[src/rtl/xlat_pkg.sv]
package xlat_pkg;
  typedef enum logic [2:0] {ST_IDLE, ST_SD0, ST_SD1, ST_PD, ST_RSP} walk_st_e;
  typedef enum logic [1:0] {
    FLT_NONE = 2'd0,
    FLT_SEG  = 2'd1,
    FLT_PAGE = 2'd2,
    FLT_LEN  = 2'd3
  } flt_e;
  localparam int SD_VALID_BIT = 31;
  localparam int SD_PAGED_BIT = 30;
  localparam int PD_VALID_BIT = 0;
endpackage

[src/rtl/xlat_table_regs.sv]
module xlat_table_regs #(
  parameter int DW    = 32,
  parameter int SID_W = 2
) (
  input  logic             clk_i,
  input  logic             rst_ni,
  input  logic             we_i,
  input  logic [SID_W-1:0] wsel_i,
  input  logic [DW-1:0]    wdata_i,
  input  logic [SID_W-1:0] rsel_i,
  output logic [DW-1:0]    rbase_o
);
  localparam int NSEC = 1 << SID_W;

  logic [DW-1:0] base_q [NSEC];

  for (genvar g = 0; g < NSEC; g++) begin : g_sec
    always_ff @(posedge clk_i or negedge rst_ni) begin
      if (!rst_ni)                               base_q[g] <= '0;
      else if (we_i && wsel_i == SID_W'(g))      base_q[g] <= wdata_i;
    end

    AST_BASE_HOLD: assert property (@(posedge clk_i) disable iff (!rst_ni)
      !(we_i && wsel_i == SID_W'(g)) |=> $stable(base_q[g]));
  end

  assign rbase_o = base_q[rsel_i];
endmodule

[src/rtl/xlat_addr_gen.sv]
module xlat_addr_gen #(
  parameter int DW     = 32,
  parameter int SEL_W  = 13,
  parameter int PSEL_W = 6,
  parameter int POFF_W = 11
) (
  input  logic [DW-1:0]                    tbase_i,
  input  logic [SEL_W+PSEL_W+POFF_W-1:0]   vaddr_i,
  input  logic [DW-1:0]                    sd1_i,
  input  logic [DW-1:0]                    word_i,
  output logic [DW-1:0]                    sd0_addr_o,
  output logic [DW-1:0]                    sd1_addr_o,
  output logic [DW-1:0]                    pd_addr_o,
  output logic [DW-1:0]                    contig_pa_o,
  output logic [DW-1:0]                    paged_pa_o,
  output logic                             len_over_o
);
  localparam int OFF_W = PSEL_W + POFF_W;

  logic [SEL_W-1:0]  seg_sel;
  logic [OFF_W-1:0]  seg_off;
  logic [PSEL_W-1:0] pg_sel;
  logic [POFF_W-1:0] pg_off;

  assign seg_sel = vaddr_i[OFF_W +: SEL_W];
  assign seg_off = vaddr_i[OFF_W-1:0];
  assign pg_sel  = vaddr_i[POFF_W +: PSEL_W];
  assign pg_off  = vaddr_i[POFF_W-1:0];

  // descriptors are two words, page entries one word
  assign sd0_addr_o  = tbase_i + (DW'(seg_sel) << 3);
  assign sd1_addr_o  = sd0_addr_o + DW'(4);
  assign pd_addr_o   = sd1_i + (DW'(pg_sel) << 2);
  assign contig_pa_o = word_i + DW'(seg_off);
  assign paged_pa_o  = {word_i[DW-1:POFF_W], pg_off};
  assign len_over_o  = seg_off > word_i[OFF_W-1:0];
endmodule

[src/rtl/xlat_walk_ctrl.sv]
module xlat_walk_ctrl
  import xlat_pkg::*;
#(
  parameter int DW     = 32,
  parameter int LVA_W  = 30,
  parameter int POFF_W = 11
) (
  input  logic             clk_i,
  input  logic             rst_ni,
  input  logic             req_valid_i,
  output logic             req_ready_o,
  input  logic [LVA_W-1:0] req_vaddr_i,
  input  logic [DW-1:0]    tbase_i,
  output logic             rsp_valid_o,
  output logic [DW-1:0]    rsp_paddr_o,
  output logic             rsp_fault_o,
  output logic [1:0]       rsp_code_o,
  output logic             mem_rd_o,
  output logic [DW-1:0]    mem_addr_o,
  input  logic             mem_rvalid_i,
  input  logic [DW-1:0]    mem_rdata_i,
  output logic [LVA_W-1:0] vaddr_q_o,
  output logic [DW-1:0]    tbase_q_o,
  output logic [DW-1:0]    sd1_q_o,
  input  logic [DW-1:0]    sd0_addr_i,
  input  logic [DW-1:0]    sd1_addr_i,
  input  logic [DW-1:0]    pd_addr_i,
  input  logic [DW-1:0]    contig_pa_i,
  input  logic [DW-1:0]    paged_pa_i,
  input  logic             len_over_i
);
  walk_st_e         st_q;
  logic [LVA_W-1:0] vaddr_q;
  logic [DW-1:0]    tbase_q, sd1_q, paddr_q;
  logic             paged_q;
  flt_e             code_q;

  always_ff @(posedge clk_i or negedge rst_ni) begin
    if (!rst_ni) begin
      st_q    <= ST_IDLE;
      vaddr_q <= '0;
      tbase_q <= '0;
      sd1_q   <= '0;
      paged_q <= 1'b0;
      paddr_q <= '0;
      code_q  <= FLT_NONE;
    end else begin
      case (st_q)
        ST_IDLE: if (req_valid_i) begin
          vaddr_q <= req_vaddr_i;
          tbase_q <= tbase_i;
          st_q    <= ST_SD0;
        end
        ST_SD0: if (mem_rvalid_i) begin
          paged_q <= mem_rdata_i[SD_PAGED_BIT];
          if (!mem_rdata_i[SD_VALID_BIT]) begin
            code_q  <= FLT_SEG;
            paddr_q <= '0;
            st_q    <= ST_RSP;
          end else if (!mem_rdata_i[SD_PAGED_BIT] && len_over_i) begin
            code_q  <= FLT_LEN;
            paddr_q <= '0;
            st_q    <= ST_RSP;
          end else begin
            st_q    <= ST_SD1;
          end
        end
        ST_SD1: if (mem_rvalid_i) begin
          sd1_q <= mem_rdata_i;
          if (paged_q) begin
            st_q <= ST_PD;
          end else begin
            paddr_q <= contig_pa_i;
            code_q  <= FLT_NONE;
            st_q    <= ST_RSP;
          end
        end
        ST_PD: if (mem_rvalid_i) begin
          if (!mem_rdata_i[PD_VALID_BIT]) begin
            code_q  <= FLT_PAGE;
            paddr_q <= '0;
          end else begin
            code_q  <= FLT_NONE;
            paddr_q <= paged_pa_i;
          end
          st_q <= ST_RSP;
        end
        ST_RSP:  st_q <= ST_IDLE;
        default: st_q <= ST_IDLE;
      endcase
    end
  end

  always_comb begin
    case (st_q)
      ST_SD0:  mem_addr_o = sd0_addr_i;
      ST_SD1:  mem_addr_o = sd1_addr_i;
      ST_PD:   mem_addr_o = pd_addr_i;
      default: mem_addr_o = '0;
    endcase
  end

  assign mem_rd_o    = (st_q == ST_SD0) || (st_q == ST_SD1) || (st_q == ST_PD);
  assign req_ready_o = (st_q == ST_IDLE);
  assign rsp_valid_o = (st_q == ST_RSP);
  assign rsp_paddr_o = paddr_q;
  assign rsp_code_o  = code_q;
  assign rsp_fault_o = (code_q != FLT_NONE);
  assign vaddr_q_o   = vaddr_q;
  assign tbase_q_o   = tbase_q;
  assign sd1_q_o     = sd1_q;

  AST_BUSY_NO_READY: assert property (@(posedge clk_i) disable iff (!rst_ni)
    (req_valid_i && req_ready_o) |=> !req_ready_o);
  AST_RSP_PULSE: assert property (@(posedge clk_i) disable iff (!rst_ni)
    rsp_valid_o |=> (!rsp_valid_o && req_ready_o));
  AST_MEM_HOLD: assert property (@(posedge clk_i) disable iff (!rst_ni)
    (mem_rd_o && !mem_rvalid_i) |=> (mem_rd_o && $stable(mem_addr_o)));
  AST_IDLE_NO_READ: assert property (@(posedge clk_i) disable iff (!rst_ni)
    req_ready_o |-> !mem_rd_o);
  AST_FAULT_ZERO_PA: assert property (@(posedge clk_i) disable iff (!rst_ni)
    (rsp_valid_o && rsp_fault_o) |-> (rsp_paddr_o == '0));
  AST_LEN_ONLY_CONTIG: assert property (@(posedge clk_i) disable iff (!rst_ni)
    (rsp_valid_o && rsp_code_o == FLT_LEN) |-> !paged_q);
  AST_PAGE_OFFSET: assert property (@(posedge clk_i) disable iff (!rst_ni)
    (rsp_valid_o && !rsp_fault_o && paged_q)
      |-> (rsp_paddr_o[POFF_W-1:0] == vaddr_q[POFF_W-1:0]));
endmodule

[src/rtl/xlat_unit.sv]
module xlat_unit #(
  parameter int DW     = 32,
  parameter int SID_W  = 2,
  parameter int SEL_W  = 13,
  parameter int PSEL_W = 6,
  parameter int POFF_W = 11
) (
  input  logic                                   clk_i,
  input  logic                                   rst_ni,
  input  logic                                   base_we_i,
  input  logic [SID_W-1:0]                       base_sel_i,
  input  logic [DW-1:0]                          base_wdata_i,
  input  logic                                   req_valid_i,
  output logic                                   req_ready_o,
  input  logic [SID_W+SEL_W+PSEL_W+POFF_W-1:0]   req_vaddr_i,
  output logic                                   rsp_valid_o,
  output logic [DW-1:0]                          rsp_paddr_o,
  output logic                                   rsp_fault_o,
  output logic [1:0]                             rsp_code_o,
  output logic                                   mem_rd_o,
  output logic [DW-1:0]                          mem_addr_o,
  input  logic                                   mem_rvalid_i,
  input  logic [DW-1:0]                          mem_rdata_i
);
  localparam int LVA_W = SEL_W + PSEL_W + POFF_W;
  localparam int VA_W  = SID_W + LVA_W;

  logic [DW-1:0]    tbase_sel, tbase_q, sd1_q;
  logic [LVA_W-1:0] vaddr_q;
  logic [DW-1:0]    sd0_addr, sd1_addr, pd_addr, contig_pa, paged_pa;
  logic             len_over;

  xlat_table_regs #(.DW(DW), .SID_W(SID_W)) u_regs (
    .clk_i   (clk_i),
    .rst_ni  (rst_ni),
    .we_i    (base_we_i),
    .wsel_i  (base_sel_i),
    .wdata_i (base_wdata_i),
    .rsel_i  (req_vaddr_i[VA_W-1 -: SID_W]),
    .rbase_o (tbase_sel)
  );

  xlat_addr_gen #(.DW(DW), .SEL_W(SEL_W), .PSEL_W(PSEL_W), .POFF_W(POFF_W)) u_agen (
    .tbase_i     (tbase_q),
    .vaddr_i     (vaddr_q),
    .sd1_i       (sd1_q),
    .word_i      (mem_rdata_i),
    .sd0_addr_o  (sd0_addr),
    .sd1_addr_o  (sd1_addr),
    .pd_addr_o   (pd_addr),
    .contig_pa_o (contig_pa),
    .paged_pa_o  (paged_pa),
    .len_over_o  (len_over)
  );

  xlat_walk_ctrl #(.DW(DW), .LVA_W(LVA_W), .POFF_W(POFF_W)) u_ctrl (
    .clk_i        (clk_i),
    .rst_ni       (rst_ni),
    .req_valid_i  (req_valid_i),
    .req_ready_o  (req_ready_o),
    .req_vaddr_i  (req_vaddr_i[LVA_W-1:0]),
    .tbase_i      (tbase_sel),
    .rsp_valid_o  (rsp_valid_o),
    .rsp_paddr_o  (rsp_paddr_o),
    .rsp_fault_o  (rsp_fault_o),
    .rsp_code_o   (rsp_code_o),
    .mem_rd_o     (mem_rd_o),
    .mem_addr_o   (mem_addr_o),
    .mem_rvalid_i (mem_rvalid_i),
    .mem_rdata_i  (mem_rdata_i),
    .vaddr_q_o    (vaddr_q),
    .tbase_q_o    (tbase_q),
    .sd1_q_o      (sd1_q),
    .sd0_addr_i   (sd0_addr),
    .sd1_addr_i   (sd1_addr),
    .pd_addr_i    (pd_addr),
    .contig_pa_i  (contig_pa),
    .paged_pa_i   (paged_pa),
    .len_over_i   (len_over)
  );
endmodule

[config.mk]
export PLATFORM = sky130hd
export DESIGN_NAME = xlat_unit
export DESIGN_NICKNAME = d
export VERILOG_FILES = /design/src/rtl/xlat_pkg.sv /design/src/rtl/xlat_table_regs.sv /design/src/rtl/xlat_addr_gen.sv /design/src/rtl/xlat_walk_ctrl.sv /design/src/rtl/xlat_unit.sv
export SDC_FILE = /design/constraint.sdc
export NUM_CORES = 1
export LEC_CHECK = 0
export CAP_MARGIN = 30
export CORE_ASPECT_RATIO = 1.75
export CORE_MARGIN = 8
export CORE_UTILIZATION = 40
export CTS_BUF_LIST = sky130_fd_sc_hd__clkbuf_8 sky130_fd_sc_hd__clkbuf_16
export DETAILED_ROUTE_END_ITERATION = 16
export PLACE_DENSITY_LB_ADDON = 0.25
export SKIP_LAST_GASP = 1
export SLEW_MARGIN = 20
export SYNTH_ARGS = -nofsm -noshare
export SYNTH_HDL_FRONTEND = slang
export SYNTH_SLANG_ARGS = --single-unit
[constraint.sdc]
create_clock -name clk_i -period 4.1 [get_ports clk_i]
set_input_delay 0.82 -clock clk_i [delete_from_list [all_inputs] [get_ports clk_i]]
set_output_delay 0.82 -clock clk_i [all_outputs]
set_load 0.02 [all_outputs]
# ---- Word-level counts from Yosys, hierarchy flattened
# Index checks and enable logic that the tools add are counted.
dict set report classes {
  addsub 4
  n_lt_le_gt_ge 2
  eq_ne 13
  muxes 28
  n_bitwise 1
  reduce_logical 17
}
# cell n
set ops {}
lappend ops {{32-bit two-way mux} 9}
lappend ops {{32-bit case mux with 3 select lines} 2}
lappend ops {{32-bit binary-select mux with 2-bit select} 1}
lappend ops {{32-bit by 16-bit adder with 32-bit output} 1}
lappend ops {{32-bit by 17-bit adder with 32-bit output} 1}
lappend ops {{32-bit by 3-bit adder with 32-bit output (second input constant)} 1}
lappend ops {{32-bit by 8-bit adder with 32-bit output} 1}
lappend ops {{3-bit two-way mux} 7}
lappend ops {{17-bit greater-than comparator} 1}
lappend ops {{2-bit two-way mux} 7}
lappend ops {{3-bit case mux with 4 select lines} 1}
lappend ops {{2-bit != test (second input constant)} 5}
lappend ops {{3-bit by 2-bit == test with 1-bit output (second input constant)} 2}
lappend ops {{2-bit case mux with 3 select lines} 1}
lappend ops {{2-bit AND reduction} 3}
lappend ops {{6-bit AND reduction} 1}
lappend ops {{1-bit logical AND} 5}
lappend ops {{2-bit == test (second input constant)} 2}
lappend ops {{4-bit AND reduction} 1}
lappend ops {{3-bit by 1-bit == test with 1-bit output (second input constant)} 1}
lappend ops {{3-bit == test (second input constant)} 1}
lappend ops {{3-bit greater-or-equal comparator (second input constant)} 1}
lappend ops {{3-bit zero test} 1}
lappend ops {{3-bit by 2-bit != test with 1-bit output (second input constant)} 1}
lappend ops {{other kinds (7)} 8}
dict set report totals {
  ff_bits 260
  inputBits 103
  out_inout_bits 70
  wordCells 76
}

# ---- Longest topological paths before layout
dict set report depth {
  depth_word 6
  mapped_depth 15
}

# ---- By module
# Synthesis repeated with hierarchy kept, for this count alone.
dict set report unflattened {
  cells_unflattened 1437
  area_unflattened_um2 16260.6
}
# module instances cells_each area_per_inst_um2 seq_area_each_um2
set by_module_without_submodules {}
lappend by_module_without_submodules {xlat_walk_ctrl 1 524 6376.1 3303.2}
lappend by_module_without_submodules {xlat_table_regs 1 311 5504.0 3203.1}
lappend by_module_without_submodules {xlat_addr_gen 1 602 4380.5 0.0}

# ---- Least setup slack after synthesis
# Ideal clock, no wire load.
dict set report synth_timing {
  path_kind {flip-flop to output port}
  start {register u_ctrl.tbase_q[3], in the netlist u_ctrl.tbase_q_o[3]}
  end {output port mem_addr_o[26]}
  t_arrival_ns 3.496
  required_ns 3.280
  setup_slack_ns -0.216
  path_stages_with_launch 12
  path_buffers 0
  cell_sequence {dfrtp_1 ha_1 fa_1 a211o_1 a21oi_4 a21oi_2 a221o_1 a2111oi_4 nand4_2 nor4b_1 xor2_1 o221ai_1}
}
dict set report synth_via {
  elab_chain_cells 3
}
# item line_no
set synth_lines {}
lappend synth_lines {{start: declaration} xlat_walk_ctrl.sv:34} ;# logic [DW-1:0] tbase_q, sd1_q, paddr_q;
lappend synth_lines {{start signal: assignment} xlat_walk_ctrl.sv:51} ;# tbase_q <= tbase_i;
lappend synth_lines {{32-bit by 16-bit adder with 32-bit output (*)} xlat_addr_gen.sv:31} ;# assign sd0_addr_o = tbase_i + (DW'(seg_sel) << 3);
lappend synth_lines {{32-bit by 3-bit adder with 32-bit output} xlat_addr_gen.sv:32} ;# assign sd1_addr_o = sd0_addr_o + DW'(4);
lappend synth_lines {{32-bit case mux with 3 select lines (*)} xlat_walk_ctrl.sv:95} ;# case (st_q)
lappend synth_lines {{end: declaration} xlat_unit.sv:21} ;# output logic [DW-1:0] mem_addr_o,
# Mark *: on every way between the ends. The rest lies on a longest branch, timed or not.

# ---- Worst setup path after layout
dict set report layout_timing {
  start {register u_ctrl.vaddr_q[17], in the netlist u_ctrl.vaddr_q_o[17]}
  end {output port mem_addr_o[22]}
}
dict set report layout_via {
  elab_chain_cells 3
}
# item line_no
set layout_lines {}
lappend layout_lines {{start: declaration} xlat_walk_ctrl.sv:33} ;# logic [LVA_W-1:0] vaddr_q;
lappend layout_lines {{start signal: assignment} xlat_walk_ctrl.sv:50} ;# vaddr_q <= req_vaddr_i;
lappend layout_lines {{32-bit by 16-bit adder with 32-bit output (*)} xlat_addr_gen.sv:31}
lappend layout_lines {{32-bit by 3-bit adder with 32-bit output} xlat_addr_gen.sv:32}
lappend layout_lines {{32-bit case mux with 3 select lines (*)} xlat_walk_ctrl.sv:95}
# Marked as above.

==> flow_summary.yaml <==
grt:
  gr-usage-all-layers_pct: 19.53
  grt_pass1_wl_microns: 69980
  grt_overflow_total: 0
  grt_max_degree: 101
  grt_pass1_vias: 13030
  antenna_found_initial: 1
cells_and_area:
  drive_gt1_share_pct: 34.07
  final_area_sq_um: 20340
  fillerInstances: 3370
  fin_nets: 1920
  areaGrowthSynthToFinish_pct: 32.25
  multi_input_area_sq_um: 8782
  final_core_util_pct: 53.30
  seqCellArea_sq_um: 6506
setup_path:
  crit_type: "flip-flop to output pin"
  cp_max_fo: 5
  cp.required_ns: 3.28
  slowest_delay_ns: 0.42
  crit_slowest_cell: "a2111oi_4"
  startpoint_type: "flip-flop"
  worstPathCellList: "ha_2, fa_2, a211o_1, a21oi_4, a21oi_4, a221o_1, a2111oi_4, nand2_1, buf_6, nor4b_4, xnor2_1, o21ai_2, buf_6"
  critPathArrivalTime_ns: 4.04
  timing.critical_path.to_type: "output pin"
floorplan:
  dieHeight_microns: 275.4
  floorplan.die.width_microns: 164.2
  die_area_sq_um: 45220
  boundaryPins: 173
  initial_core_util_pct: 40.30
  coreArea_sq_um: 38160
  rows: 95
pwr:
  clockPowerShare_pct: 14.0
  power_switching_w: 0.007060
  power_frac_seq_pct: 24.0
  p_int_w: 0.01015
  p_leak_nw: 8.664
  sw_frac_of_total_pct: 41.01
  p_total_w: 0.01722
  p_per_area_nw_per_um2: 846.5
  peakVddDrop_mv: 0.4225
  combPwrFrac_pct: 62.0
placed_design:
  dp.final_hpwl_microns: 33520
  port_buffers: 172
  routabilityCongestion: 0.8870
  place_area_sq_um: 19050
yosys:
  muxShareOfSynthArea_pct: 21.25
  async_reset_ff_share_pct: 100.0
  synthXorXnorAreaFrac_pct: 4.614
  synth_top_area_share_pct: 42.31
  yosys.area.top_type: "dfrtp_1"
  ys_types: 74
  avgSynthCellArea_sq_um: 10.84
  synth_edf_count: 0
  postSynthNetCount: 1578
  synth_fa_ha_area_share_pct: 4.784
  synthCells: 1418
  yosys.area_share.simple_pct: 11.81
  synthesis.area_sq_um: 15380
  ys.flop_type: "dfrtp_1"
  synth_area_leaders: "dfrtp_1 (42%), mux2_2 (16%), mux4_2 (4.7%)"
  synth-seq-cells: 260
  ys_seq_area_share_pct: 42.31
  synth_top_family_by_area: "multiplexers"
  ys_warn_count: 0
  synth_compound_area_share_pct: 12.14
sta:
  skew_ns: 0.01367
  fin_crit_ns: 4.862
  fmax_mhz: 205.7
  hold_violations: 0
  drv_slew: 0
  rsz0062_at_grt: "true"
  setup_slack_ns: -0.7615
  worst_pin_slew_ns: 0.7133
  worst_hold_slack_ns: 0.2932
  fin_crit_sh_pct: 118.6
  setup_viol: 22
  slew_headroom_pct: 51.94
  tns_ns: -12.40
run_status:
  violations: "negative setup slack"
  status: "finished with violations"
cts:
  clockBufferDepth: 3
  htreeDepth: 1
  numCtsBuffers: 25
  clkLatencyLatePin_ns: 0.55
  root_buffer: "clkbuf_16"
  path_clk_slew_ns: 0.06
  holdBufCountCts: 0
  cts_sinks: 260
  cts_tree: "yes"
route:
  antenna_left: 0
  vias: 12260
  totalWireLength_microns: 44130
  first_pass_iters: 5
  drc: 0
  vias_per_cell: 5.417
  drt-initial-drc-count: 564
  wl_per_cell_microns: 19.50
job:
  drv_cap: 0
worst_hold_path:
  worstHoldPathType: "input port to async pin"
==> worst paths after layout <==
path,from,to,slack (ns),depth (start not counted)
hold reg to reg,u_ctrl.rsp_paddr_o[7]$_DFFE_PN0P_,u_ctrl.rsp_paddr_o[7]$_DFFE_PN0P_,0.49,2
hold / removal,rst_ni,u_regs.base_q[64]$_DFFE_PN0P_,0.29,1
setup reg to reg,u_ctrl.vaddr_q_o[6]$_DFFE_PN0P_,u_ctrl.rsp_paddr_o[31]$_DFFE_PN0P_,0.89,13
max in group asynchronous,rst_ni,u_ctrl.tbase_q_o[30]$_DFFE_PN0P_,2.79,2
min in group clk_i,u_ctrl.rsp_paddr_o[7]$_DFFE_PN0P_,u_ctrl.rsp_paddr_o[7]$_DFFE_PN0P_,0.49,2
setup / recovery,u_ctrl.vaddr_q_o[17]$_DFFE_PN0P_,mem_addr_o[22],-0.76,13
==> routing by layer <==
layer  routed length, microns  GRT usage, %
met1                    16410         20.68
met4                     1771         8.814
met3                     1540         2.165
met2                    24410         37.56
met5                        0             0
==> repair_timing <==
action,CTS,global route
resized for setup,149,32
setup buffers,9,6
pin swaps,31,35
setup endpoints to repair,26,23
==> cells by family (layout without fill, tap and decap cells) <==
kind of cell	count (synthesis)	count (layout)
buffers and inverters	122	480
XOR/XNOR	81	81
AO/OA/AOI/OAI	267	267
other	0	2
multiplexers	259	259
flip-flops	260	260
adder cells (fa/ha/maj)	57	57
AND/OR/NAND/NOR	372	372
==> power groups by stage <==
stage	combinational, W	clock (W)	sequential, W
2_1_floorplan	0.00567	0	0.00419
3_3_place_gp	0.0101	0	0.00411
3_5_place_dp	0.0102	0	0.00417
4_1_cts	0.0105	0.00248	0.00413
5_1_grt	0.0116	0.00256	0.00425
6_report	0.0107	0.00241	0.00413
==> metrics by stage <==
step | instances | setup WS (ns)
2_1_floorplan | 1418 | -0.1133
3_3_place_gp | 2205 | -0.7590
3_5_place_dp | 2205 | -0.7786
4_1_cts | 2256 | -0.7478
5_1_grt | 2262 | -0.8961
6_report | 2263 | -0.7615
==> layout by cell type (no fill, tap or decap), types with 50 or more instances in the layout <==
cell type / n
dfrtp_1: 260
mux2_2: 220
buf_4: 215
clkdlybuf4s50_1: 143
nor2_1: 118
nand2_1: 77
xnor2_1: 56
ha_1: 53
a21oi_1: 51
inv_1: 50
==> state kept, by name, summed over array words and instances (netlist names) <==
| name | flops |
|---|---|
| u_ctrl.paged_q | 1 |
| u_ctrl.rsp_code_o | 2 |
| u_ctrl.rsp_paddr_o | 32 |
| u_ctrl.sd1_q_o | 32 |
| u_ctrl.st_q | 3 |
| u_ctrl.tbase_q_o | 32 |
| u_ctrl.vaddr_q_o | 30 |
| u_regs.base_q | 128 |
==> worst max-delay path: cells and delay by family, from the launching register on <==
family	cells	cell delay, ns
AO/OA/AOI/OAI	6	1.67
XOR/XNOR	1	0.12
adder cells (fa/ha/maj)	2	0.60
buffers and inverters	2	0.33
flip-flops	1	0.38
AND/OR/NAND/NOR	2	0.40
==> cell usage after synthesis, drive strengths merged (5+ instances only) <==
master	number
o22ai	5
or4	6
o21a	6
o21ai	56
nand2b	14
nor2	124
o2111ai	9
a211oi	11
or3	5
a31oi	14
nor4	9
or2	5
clkbuf	54
mux2i	7
buf	18
o21bai	8
xnor2	58
and3	18
mux2	220
nor2b	9
inv	49
and4	5
nand3	34
mux4	32
nand2	78
nor4b	7
dfrtp	260
a22oi	17
and2	12
o211ai	17
ha	54
nand4	17
nor3	20
a21o	8
a221oi	18
a21oi	57
xor2	23
o221ai	6
a211o	8
==> cell type report <==
type | count | share of cell area, %
Timing Repair Buffer | 387 | 16.72
Sequential cell | 260 | 31.99
Inverter | 50 | 0.9228
Antenna cell | 2 | 0.02461
Clock inverter | 10 | 0.5599
Tap cell | 485 | 2.984
Clock buffer | 33 | 3.618
Multi-Input combinational cell | 1036 | 43.18
Power figures use the tool's default switching activity.
